--- config.mk ---
export PLATFORM = sky130hd
export DESIGN_NAME = ecc_syn_fix
export DESIGN_NICKNAME = d
export VERILOG_FILES = /design/src/rtl/ecc_fix_pkg.sv /design/src/rtl/ecc_syn_map.sv /design/src/rtl/ecc_classify.sv /design/src/rtl/ecc_syn_fix.sv
export SDC_FILE = /design/constraint.sdc
export NUM_CORES = 1
export LEC_CHECK = 0
export BUFFER_PORTS_ARGS = -buffer_cell sky130_fd_sc_hd__buf_2
export CAP_MARGIN = 20
export CORE_MARGIN = 8
export CORE_UTILIZATION = 40
export CTS_CLUSTER_SIZE = 10
export DETAILED_ROUTE_END_ITERATION = 8
export PLACE_DENSITY = 0.69
export SETUP_SLACK_MARGIN = 0.02
export SKIP_CTS_REPAIR_TIMING = 1
export SYNTH_ARGS = -nofsm -noshare
export SYNTH_HDL_FRONTEND = slang
export SYNTH_SLANG_ARGS = --single-unit
--- constraint.sdc ---
create_clock -name clk -period 2.46 [get_ports clk]
set_input_delay 0.246 -clock clk [delete_from_list [all_inputs] [get_ports clk]]
set_output_delay 0.246 -clock clk [all_outputs]
set_load 0.03 [all_outputs]
--- src/rtl/ecc_fix_pkg.sv ---
package ecc_fix_pkg;
  localparam int CODE_W = 24;
  localparam int BYTE_W = 9;
  localparam int BIT_W  = 3;

  typedef enum logic [1:0] {
    ST_CLEAN    = 2'd0,
    ST_FIXED    = 2'd1,
    ST_CODE_ERR = 2'd2,
    ST_FATAL    = 2'd3
  } ecc_status_e;
endpackage

--- src/rtl/ecc_syn_map.sv ---
// Turns a syndrome into its pair-check flags and location fields.
module ecc_syn_map
  import ecc_fix_pkg::*;
(
  input  logic [CODE_W-1:0] syn_i,
  output logic              pairs_ok_o,
  output logic              single_o,
  output logic [BYTE_W-1:0] byte_o,
  output logic [BIT_W-1:0]  bit_o
);
  localparam int NBYTES = CODE_W / 8;

  logic [NBYTES-1:0] byte_ok;

  // Each syndrome byte must hold 01 or 10 in all four aligned pairs.
  for (genvar g = 0; g < NBYTES; g++) begin : g_pair
    logic [7:0] d;
    assign d          = syn_i[8*g +: 8];
    assign byte_ok[g] = (((d ^ (d >> 1)) & 8'h55) == 8'h55);
  end

  // The odd bits of the two low bytes give byte index bits 7:0.
  for (genvar i = 0; i < 4; i++) begin : g_addr
    assign byte_o[i]     = syn_i[2*i + 1];
    assign byte_o[4 + i] = syn_i[8 + 2*i + 1];
  end
  assign byte_o[8] = syn_i[17];
  assign bit_o     = {syn_i[23], syn_i[21], syn_i[19]};

  assign pairs_ok_o = &byte_ok;
  assign single_o   = (syn_i != '0) && ((syn_i & (syn_i - 1'b1)) == '0);
endmodule

--- src/rtl/ecc_classify.sv ---
// Chooses the verdict from the syndrome flags and the chunk limit.
module ecc_classify
  import ecc_fix_pkg::*;
#(
  parameter int CHUNK_BYTES = 256
) (
  input  logic [CODE_W-1:0] stored_i,
  input  logic [CODE_W-1:0] syn_i,
  input  logic              ignore_blank_i,
  input  logic              pairs_ok_i,
  input  logic              single_i,
  input  logic [BYTE_W-1:0] byte_i,
  input  logic [BIT_W-1:0]  bit_i,
  output ecc_status_e       status_o,
  output logic [BYTE_W-1:0] byte_o,
  output logic [BIT_W-1:0]  bit_o
);
  localparam logic [BYTE_W:0] LIMIT = (BYTE_W+1)'(CHUNK_BYTES);

  logic blank;
  logic in_chunk;

  assign blank    = ignore_blank_i && (stored_i == {CODE_W{1'b1}});
  assign in_chunk = ({1'b0, byte_i} < LIMIT);

  always_comb begin
    status_o = ST_CLEAN;
    byte_o   = '0;
    bit_o    = '0;
    if (syn_i == '0 || blank) begin
      status_o = ST_CLEAN;
    end else if (pairs_ok_i) begin
      if (in_chunk) begin
        status_o = ST_FIXED;
        byte_o   = byte_i;
        bit_o    = bit_i;
      end else begin
        status_o = ST_FATAL;
      end
    end else if (single_i) begin
      status_o = ST_CODE_ERR;
    end else begin
      status_o = ST_FATAL;
    end
  end
endmodule

--- src/rtl/ecc_syn_fix.sv ---
module ecc_syn_fix
  import ecc_fix_pkg::*;
#(
  parameter int PAGE_BYTES  = 2048,
  parameter int PAGE_SPLIT  = 1024,
  parameter int SMALL_CHUNK = 512,
  parameter int LARGE_CHUNK = 256
) (
  input  logic        clk,
  input  logic        rst_n,
  input  logic        start_i,
  input  logic [23:0] ecc_stored_i,
  input  logic [23:0] ecc_calc_i,
  input  logic        ignore_blank_i,
  output logic        done_o,
  output logic [1:0]  status_o,
  output logic [8:0]  byte_idx_o,
  output logic [2:0]  bit_idx_o
);
  localparam int CHUNK = (PAGE_BYTES > PAGE_SPLIT) ? LARGE_CHUNK : SMALL_CHUNK;

  logic [CODE_W-1:0] syn;
  logic              pairs_ok;
  logic              single;
  logic [BYTE_W-1:0] map_byte, nxt_byte;
  logic [BIT_W-1:0]  map_bit, nxt_bit;
  ecc_status_e       nxt_status;

  assign syn = ecc_stored_i ^ ecc_calc_i;

  ecc_syn_map u_map (
    .syn_i      (syn),
    .pairs_ok_o (pairs_ok),
    .single_o   (single),
    .byte_o     (map_byte),
    .bit_o      (map_bit)
  );

  ecc_classify #(.CHUNK_BYTES(CHUNK)) u_cls (
    .stored_i       (ecc_stored_i),
    .syn_i          (syn),
    .ignore_blank_i (ignore_blank_i),
    .pairs_ok_i     (pairs_ok),
    .single_i       (single),
    .byte_i         (map_byte),
    .bit_i          (map_bit),
    .status_o       (nxt_status),
    .byte_o         (nxt_byte),
    .bit_o          (nxt_bit)
  );

  always_ff @(posedge clk) begin
    if (!rst_n) begin
      done_o     <= 1'b0;
      status_o   <= ST_CLEAN;
      byte_idx_o <= '0;
      bit_idx_o  <= '0;
    end else begin
      done_o <= start_i;
      if (start_i) begin
        status_o   <= nxt_status;
        byte_idx_o <= nxt_byte;
        bit_idx_o  <= nxt_bit;
      end
    end
  end


  done_pulse_chk: assert property (@(posedge clk) disable iff (!rst_n)
    start_i |=> done_o);

  done_cause_chk: assert property (@(posedge clk) disable iff (!rst_n)
    done_o |-> $past(start_i));

  hold_chk: assert property (@(posedge clk) disable iff (!rst_n)
    !start_i |=> $stable({status_o, byte_idx_o, bit_idx_o}));

  in_chunk_chk: assert property (@(posedge clk) disable iff (!rst_n)
    (status_o == ST_FIXED) |-> ({1'b0, byte_idx_o} < 10'(CHUNK)));

  no_flip_chk: assert property (@(posedge clk) disable iff (!rst_n)
    (status_o != ST_FIXED) |-> (byte_idx_o == '0 && bit_idx_o == '0));

  pair_weight_chk: assert property (@(posedge clk) disable iff (!rst_n)
    pairs_ok |-> ($countones(syn) == 12));
endmodule

### After elaboration in Yosys (flattened, before gate mapping)

Cells that the tools add are included.
Widths: inputs -> output; s select.

* register bits: 15
* word-level logic and storage cells: 32
* input bits: 52
* memories kept: 0
* output and inout bits: 15
* memory bits (read-only): 0
* bits in latches: 0
* memory bits (writable): 0

* reduce and logical (&&, ||, !) cells: 7
* add/subtract/negate cells: 1
* shifts and indexed selects: 0
* multiplexer cells: 10
* $lt $le $gt $ge: 1
* div/mod/pow operators: 0
* equality and inequality tests: 4
* bitwise gates (word level): 5
* multiply operators: 0

Operator list (count)
* $logic_not 24->1: 2
* $mux 9: 3
* $and 24x24->24: 1
* $eq 24x24->1 const B: 1
* $reduce_bool 24->1: 1
* $sub 24x1->24 const B: 1
* $xor 24x24->24: 1
* $xor 7x7->7: 3
* $eq 4x4->1 const B: 3
* $lt 9x9->1 const B: 1
* $mux 3: 3
* $mux 2: 3
* $reduce_and 3->1: 1
* $logic_and 1x1->1: 2
* $logic_or 1x1->1: 1
* $mux 1: 1

### Depth between registers and ports, before layout

Gate-level depths: netlist (run 1).

* word-level depth: 8
* gate-level depth with buffers: 10
* mapped depth without buffers: 10

### Hierarchy

A second synthesis (run 1) with hierarchy kept.

* cell total of the unflattened synthesis: 251
* area total of the unflattened synthesis: 1970.6 µm²

Modules (own cells, without submodules)
* ecc_syn_map: sequential area each 0.0 µm², cells an instance 130, area an instance 855.8 µm², instances 1
* ecc_syn_fix: sequential area each 300.3 µm², cells an instance 71, area an instance 780.7 µm², instances 1
* ecc_classify: sequential area each 0.0 µm², cells an instance 50, area an instance 334.1 µm², instances 1

### Worst setup path before layout (run 1)

OpenSTA, ideal clock, no wires.

* path type: in2reg
* from: input ecc_calc_i[5]
* to: register status_o[0]
* required time: 2.344 ns
* library setup time: 0.116 ns
* cell stages on the path: 8
* buffers on the path: 0
* path slack: 0.180 ns
* arrival time: 2.164 ns
* cell sequence: xnor2_1 ha_1 o22ai_1 or4b_4 a2111oi_2 nor4b_2 nand4_1 o211a_1

* cells in the longest elaborated chain, start to end: 8
* elaborated cells between the ends (all ways): 14
* those cells by class: 1 x add/sub; 1 x eq/ne; 3 x mux; 3 x bitwise; 6 x reduce/logical

Ends and longest elaborated chain
* start, declared: line ecc_syn_fix.sv:13 `input logic [23:0] ecc_calc_i,`
* $xor 24x24->24 *: line ecc_syn_fix.sv:29 `assign syn = ecc_stored_i ^ ecc_calc_i;`
* $sub 24x1->24: line ecc_syn_map.sv:31 `assign single_o = (syn_i != '0) && ((syn_i & (syn_i - 1'b1)) == '0);`
* $and 24x24->24: line ecc_syn_map.sv:31
* $logic_not 24->1: line ecc_syn_map.sv:31
* $logic_and 1x1->1: line ecc_syn_map.sv:31
* $mux 1: line ecc_classify.sv:40 `end else if (single_i) begin`
* $mux 2: line ecc_classify.sv:32 `end else if (pairs_ok_i) begin`
* $mux 2 *: line ecc_classify.sv:30 `if (syn_i == '0 || blank) begin`
* end signal, assigned: line ecc_syn_fix.sv:61 `status_o <= nxt_status;`
* end, declared: line ecc_syn_fix.sv:16 `output logic [1:0] status_o,`

Mark *: on every way between the ends. The rest lies on a longest branch, timed or not.
A chain may end at the register's enable or synchronous reset.

### Worst setup path in the final report (run 1)

Same ends and word-level chain as after synthesis.

==> results of run 1 <==
kinds of logic after synthesis:
family	count (synthesis)	synth area share, %
AOI/OAI and AO/OA	43	18.99
xor gates and xnor gates	24	15.44
adders and majority gates	15	12.66
buffers and inverters	18	4.810
DFF	14	18.90
other	1	0.2529
and+or+nand+nor	76	28.95
area by class of cell:
type | instances | area [µm²] | share of cell area (%)
multi-input cells | 159 | 1131 | 54.72
well taps | 48 | 60.06 | 2.906
inverters | 15 | 56.30 | 2.724
flip-flops and latches | 14 | 280.3 | 13.56
clock buffers | 3 | 41.29 | 1.998
repair buffers | 88 | 498.0 | 24.09
flip-flops by register name, indices dropped and copies added, names as in the netlist:
signal and cells:
byte_idx_o 8, bit_idx_o 3, status_o 2, done_o 1
worst max path at each step:
stage                        start             to  slack [ns]
floorplan            ecc_calc_i[5]    status_o[0]        0.18
finish               ecc_calc_i[5]    status_o[0]        0.27
detailed placement   ecc_calc_i[4]    status_o[0]        0.02
global route        ecc_calc_i[12]  byte_idx_o[5]        0.08
global placement     ecc_calc_i[0]    status_o[0]        0.07
CTS                  ecc_calc_i[4]    status_o[0]        0.27
worst max-delay path, cell delays in order:
cell,delay [ns]
buf_2,0.10
xnor2_1,0.25
ha_1,0.25
o22ai_1,0.08
or4b_4,0.52
a2111oi_2,0.27
nor4b_2,0.25
nand4_1,0.12
o211a_1,0.23
routing by layer:
layer,vias to the layer above,GRT usage [%],part of all wire (%)
met4,0,4.038,0.90
met5,-,0,0
met2,49,27.44,51
li1,865,-,-
met1,770,17.83,41
met3,5,3.147,6.5
power by group:
part           internal, mW  total, mW  switching (mW)
clock network         0.108      0.183          0.0752
registers             0.230      0.231         0.00124
logic                 0.161      0.350           0.189
total                 0.499      0.765           0.265
cell usage in the layout, fill, tap and decap left out, types with 2 or more instances in the layout:
cell       n
nand3_1    7
o31a_1     2
o21ai_0    9
clkbuf_8   3
dfxtp_1   14
o32ai_1    3
xnor2_1   13
and2_1     6
inv_1     14
nor2b_1   17
nand4_1   13
buf_2     65
xor2_1    10
nor4_1     4
nor3_1     3
ha_1      15
nor2_1     7
buf_4     23
a31oi_1    5
nand2_1   14
a21oi_1   12
through the flow:
step                      setup WS, ns  util, %
final                           0.2663    57.32
after global routing           0.08012    57.32
after CTS                       0.2686    57.32
after detailed placement       0.01815    56.18
after global placement         0.06787    56.18
after floorplan                 0.1797        -
==> flow_summary.yaml, run 1 <==
run_status:
  status: "finished, final reports clean"
clock_network:
  clockBufferDepth: 2
  cts_tree: "yes"
  worstSkewPairLatency_ns: 0.25
  cts_sinks: 14
  cts-buffers-inserted: 3
  path_clk_slew_ns: 0.05
  root_buffer: "clkbuf_8"
  htreeDepth: 1
critical_path:
  r2r_start: "status_o[0]"
  cp-start-kind: "input port"
  worst-setup-path-type: "input port to register"
  r2r.worst_path.cells: 6
  endpoint_kind: "register"
  crit_fanout: 3
  crit_arrival_ns: 2.34
  worstReg2RegEnd: "status_o[0]"
  reg2reg_setup_slack_ns: 0.58
  cp.required_ns: 2.60
timing:
  fmax_ghz: 0.4558
  grt_setup_unrepaired: "false"
  hold_violations: 0
  tightest_slew_ns: 0.5718
  fin_crit_ns: 2.194
  slew_violations: 0
  clock_skew_ns: 0
  relSlewSlack_pct: 61.40
  setup_viol: 0
  setup-tns-final_ns: 0
  fin_crit_sh_pct: 89.18
  hold_slack_ns: 0.3383
place:
  dpl-instance-area_mm2: 0.002026
  dp_hpwl_um: 4172
  io_buffers: 65
  gp_congestion: 0.8803
  dpl.cell_count: 324
worst_hold_path:
  hold_path.class: "input port to register"
  hold-path-cell-count: 2
  hold_start: "rst_n"
  hold_end: "status_o[0]"
grt:
  grt_max_degree: 15
  antenna_found_initial: 0
  grt_pass1_wl_um: 7590
  first_global_vias: 1678
  grt.overflow.total: 0
  track_usage_pct: 15.32
synth:
  synth_cell_types: 40
  synth_top_area_share_pct: 18.90
  synth.area.top_cells: "dfxtp_1 (19%), ha_1 (13%), xnor2_1 (7.7%)"
  synth_top_flop_cell: "dfxtp_1"
  synthMostInstantiatedCell: "nor2b_1"
  yosys-top-cells-count: "nor2b_1 (17), ha_1 (15), dfxtp_1 (14), inv_1 (14), nand2_1 (14)"
  yosysTopAreaCell: "dfxtp_1"
  synth_nets: 258
  syn_area_mm2: 0.001483
  yosysSeqAreaShare_pct: 18.90
  synth-edff-count: 0
  avgSynthCellArea_um2: 7.763
  ys_warn_count: 0
  synth-async-reset-ratio_pct: 0
  syn_inst: 191
  synth-seq-cells: 14
drt:
  wire_per_inst_um: 14.34
  first_pass_iters: 4
  ant_nets: 0
  via_per_inst: 5.165
  wirelength_um: 4689
  drc: 0
  vias: 1689
  drt_iter0_markers: 128
floorplanning:
  die-area_mm2: 0.005911
  pin_count: 67
  die_w_um: 76.88
  die_h_um: 76.88
  initial_core_util_pct: 41.12
  row_count: 22
  coreArea_mm2: 0.003606
run:
  drv_cap: 0
layout:
  drive_above_1_share_pct: 34.77
  nFillCells: 356
  area_growth_pct: 39.41
  n_antenna_cell: 0
  final_area_mm2: 0.002067
  fin_nets: 348
  final_cell_count_no_fill: 327
power:
  power_density_mw_per_mm2: 369.9
  total_power_mw: 0.7646
  cellLeakagePower_nw: 0.9586
  peakVddDrop_v: 0.0003679
Power figures use the tool's default switching activity.
==> inputs of run 2 (changes only) <==
==> constraint.sdc (replaced) <==
create_clock -name clk -period 2.7 [get_ports clk]
set_input_delay 0.27 -clock clk [delete_from_list [all_inputs] [get_ports clk]]
set_output_delay 0.27 -clock clk [all_outputs]
set_load 0.03 [all_outputs]
==> flow_summary.yaml, run 2 (synthesis results as in run 1) <==
grt:
  grt_pass1_wl_um: 7748
  grt_max_degree: 16
  first_global_vias: 1759
  grt.overflow.total: 0
  antenna_found_initial: 0
  track_usage_pct: 15.44
floorplanning:
  die_h_um: 76.88
  row_count: 22
  die-area_mm2: 0.005911
  coreArea_mm2: 0.003606
  pin_count: 67
  die_w_um: 76.88
  initial_core_util_pct: 41.12
timing:
  fmax_ghz: 0.4252
  setup_viol: 0
  setup-tns-final_ns: 0
  hold_violations: 0
  setup_slack_ns: 0.3484
  tightest_slew_ns: 0.5573
  relSlewSlack_pct: 62.51
  fin_crit_ns: 2.352
  fin_crit_sh_pct: 87.10
  clock_skew_ns: 0
  grt_setup_unrepaired: "false"
  slew_violations: 0
clock_network:
  cts-buffers-inserted: 3
  root_buffer: "clkbuf_8"
  cts_sinks: 14
  htreeDepth: 1
  path_clk_slew_ns: 0.06
  cts_tree: "yes"
  worstSkewPairLatency_ns: 0.25
  clockBufferDepth: 2
drt:
  first_pass_iters: 4
  drt_iter0_markers: 118
  ant_nets: 0
  via_per_inst: 5.301
  wire_per_inst_um: 14.63
  drc: 0
  wirelength_um: 4622
  vias: 1675
place:
  io_buffers: 65
  dp_slack_ns: 0.1414
  gp_congestion: 0.9055
  dp_hpwl_um: 3979
layout:
  reg.largest.list: "byte_idx_o x8, bit_idx_o x3, status_o x2"
  mostFrequentLayoutCells: "buf_2 (65), nor2b_1 (17), ha_1 (15)"
  top_register: "byte_idx_o"
  area_growth_pct: 34.26
  layout_commonest_cell: "buf_2"
  largest_register_ff_count: 8
  fin_nets: 336
  n_antenna_cell: 0
  drive_above_1_share_pct: 32.09
power:
  cellLeakagePower_nw: 0.9069
  peakVddDrop_v: 0.0003061
  power_density_mw_per_mm2: 355.2
run_status:
  status: "finished, final reports clean"
critical_path:
  crit_path_cell_trace: "buf_2, xnor2_1, ha_1, o22ai_1, or4b_4, a2111oi_2, nor4b_2, nand4_1, o211a_1"
  crit_arrival_ns: 2.50
  crit_fanout: 4
  cp-start-kind: "input port"
  cp.buffers_inverters: 1
  cp.required_ns: 2.85
  worst-setup-path-type: "input port to register"
  cpPeakStageDelay_ns: 0.52
  crit_family: "simple AND/OR/NAND/NOR gates"
  endpoint_kind: "register"
  cp_slowest_cell: "or4b_4"
worst_hold_path:
  hold_path.class: "input port to register"
run:
  drv_cap: 0
==> run 2: metal layers <==
layer	wire length [µm]	GRT usage [%]	vias to the layer above
li1	-	-	845
met1	1989	17.63	766
met2	2296	27.02	48
met3	190	2.564	16
met4	146	7.500	0
met5	0	0	-
==> run 2: area by class of cell <==
class	count	area (µm²)
Inverter	15	56.30
Multi-Input combinational cell	159	1131
Clock buffer	4	55.05
Fill cell	361	1615
Tap cell	48	60.06
Sequential cell	14	280.3
Timing Repair Buffer	76	407.9
==> run 2: report_power, final <==
group	switching (mW)	total, mW	internal (mW)
registers	0.00125	0.211	0.209
clock network	0.0752	0.205	0.129
logic	0.168	0.292	0.124
==> run 2: worst paths after layout <==
check / from / end / slack [ns] / cells after the start
min reg2reg: status_o[1] / status_o[1] / 0.59 / 2
max: ecc_calc_i[0] / status_o[0] / 0.35 / 9
max reg2reg: status_o[0] / status_o[0] / 0.86 / 6
min: rst_n / status_o[0] / 0.36 / 2
==> run 2: metrics by stage <==
stage	area [µm²]	std cells	hold slack [ns]	total power, mW	util [%]
final	1991	316	0.3622	0.7071	55.20
after global routing	1991	316	0.3676	0.7517	55.20
after CTS	1991	316	0.3557	0.7080	55.20
after detailed placement	1936	312	0.5680	0.5025	53.68
after global placement	1936	312	0.5598	0.5013	53.68
after floorplan	1483	191	0.3982	0.3848	-
==> inputs of run 3 (changes only) <==
--- a/config.mk
+++ b/config.mk
@@ -12,8 +12,10 @@
 export CTS_CLUSTER_SIZE = 10
 export DETAILED_ROUTE_END_ITERATION = 8
 export PLACE_DENSITY = 0.69
+export RECOVER_POWER = 100
 export SETUP_SLACK_MARGIN = 0.02
 export SKIP_CTS_REPAIR_TIMING = 1
+export SKIP_LAST_GASP = 1
 export SYNTH_ARGS = -nofsm -noshare
 export SYNTH_HDL_FRONTEND = slang
 export SYNTH_SLANG_ARGS = --single-unit
==> flow_summary.yaml, run 3 (synthesis results as in run 1) <==
run_status:
  status: "finished, final reports clean"
clock_network:
  htreeDepth: 1
  cts-buffers-inserted: 3
  clockBufferDepth: 2
  path_clk_slew_ns: 0.06
  cts_sinks: 14
  worstSkewPairLatency_ns: 0.25
  root_buffer: "clkbuf_8"
  cts_tree: "yes"
timing:
  setup_viol: 0
  grt_setup_unrepaired: "false"
  tightest_slew_ns: 0.6024
  fin_crit_sh_pct: 88.64
  hold_violations: 0
  slew_violations: 0
  fmax_ghz: 0.4178
  setup-tns-final_ns: 0
  relSlewSlack_pct: 59.84
  fin_crit_ns: 2.393
  clock_skew_ns: 0
critical_path:
  crit_arrival_ns: 2.54
  cp.required_ns: 2.84
  crit_fanout: 4
  reg2reg_setup_slack_ns: 0.81
  worst-setup-path-type: "input port to register"
  cpPeakStageDelay_ns: 0.52
  endpoint_kind: "register"
  crit_family: "simple AND/OR/NAND/NOR gates"
  cp_slowest_cell: "or4b_4"
  cp-start-kind: "input port"
  cp.buffers_inverters: 1
  r2r_start: "status_o[0]"
  crit_path_cell_trace: "buf_2, xnor2_1, ha_1, o22ai_1, or4b_4, a2111oi_2, nor4b_1, nand4_1, o211a_1"
  crit_cells: 9
  r2r.worst_path.cells: 6
  worstReg2RegEnd: "status_o[0]"
power:
  power_density_mw_per_mm2: 359.0
  peakVddDrop_v: 0.0003028
  cellLeakagePower_nw: 0.8375
  total_power_mw: 0.7043
floorplanning:
  initial_core_util_pct: 41.12
  die-area_mm2: 0.005911
  die_w_um: 76.88
  coreArea_mm2: 0.003606
  die_h_um: 76.88
  pin_count: 67
  row_count: 22
layout:
  area_growth_pct: 32.32
  fin_nets: 336
  layout_commonest_cell: "buf_2"
  drive_above_1_share_pct: 25.75
  mostFrequentLayoutCells: "buf_2 (50), nor2b_1 (17), clkbuf_1 (16)"
  n_antenna_cell: 0
  reg.largest.list: "byte_idx_o x8, bit_idx_o x3, status_o x2"
  top_register: "byte_idx_o"
  largest_register_ff_count: 8
drt:
  wire_per_inst_um: 14.54
  first_pass_iters: 4
  ant_nets: 0
  drt_iter0_markers: 158
  drc: 0
  wirelength_um: 4595
  via_per_inst: 5.269
  vias: 1665
grt:
  antenna_found_initial: 0
  grt_pass1_wl_um: 7748
  track_usage_pct: 15.44
  grt.overflow.total: 0
  grt_max_degree: 16
  first_global_vias: 1759
worst_hold_path:
  hold_start: "rst_n"
  hold_end: "status_o[1]"
  hold_path.class: "input port to register"
  hold-path-cell-count: 2
place:
  gp_congestion: 0.9055
  io_buffers: 65
  dp_hpwl_um: 3979
run:
  drv_cap: 0
==> run 3: per-layer routing <==
metal,global-route usage [%],up-vias,part of all wire (%)
li1,-,850,-
met1,17.63,754,44
met2,27.02,47,50
met3,2.564,14,3.1
met4,7.500,0,3.0
met5,0,-,0
==> run 3: power by group <==
| part | internal (mW) | switching (mW) |
|---|---|---|
| clock | 0.129 | 0.0749 |
| sequential | 0.209 | 0.00130 |
| combinational | 0.123 | 0.167 |
==> run 3: per-stage QoR <==
stage	setup slack [ns]	hold slack (ns)	cell area, µm²	std cells	util (%)
2_1_floorplan	0.3957	0.3982	1483	191	-
3_3_place_gp	0.2095	0.5598	1936	312	53.68
3_5_place_dp	0.1414	0.5680	1936	312	53.68
4_1_cts	0.3783	0.3557	1991	316	55.20
5_1_grt	0.1962	0.3688	1962	316	54.41
6_report	0.3068	0.3629	1962	316	54.41
==> run 3: worst max path at each step <==
stage,startpoint,to,slack (ns)
3_5_place_dp,ecc_calc_i[0],status_o[0],0.14
5_1_grt,ecc_stored_i[0],status_o[0],0.20
3_3_place_gp,ecc_calc_i[0],status_o[0],0.21
6_report,ecc_calc_i[0],status_o[0],0.31
4_1_cts,ecc_calc_i[0],status_o[0],0.38
2_1_floorplan,ecc_calc_i[5],status_o[0],0.40
==> run 3: final cells by class <==
type	count	area, µm²
clock buffer	4	55.05
fill	376	1644
inverter	15	56.30
multi-input combinational	159	1125
sequential	14	280.3
tap	48	60.06
timing repair buffer	76	385.4
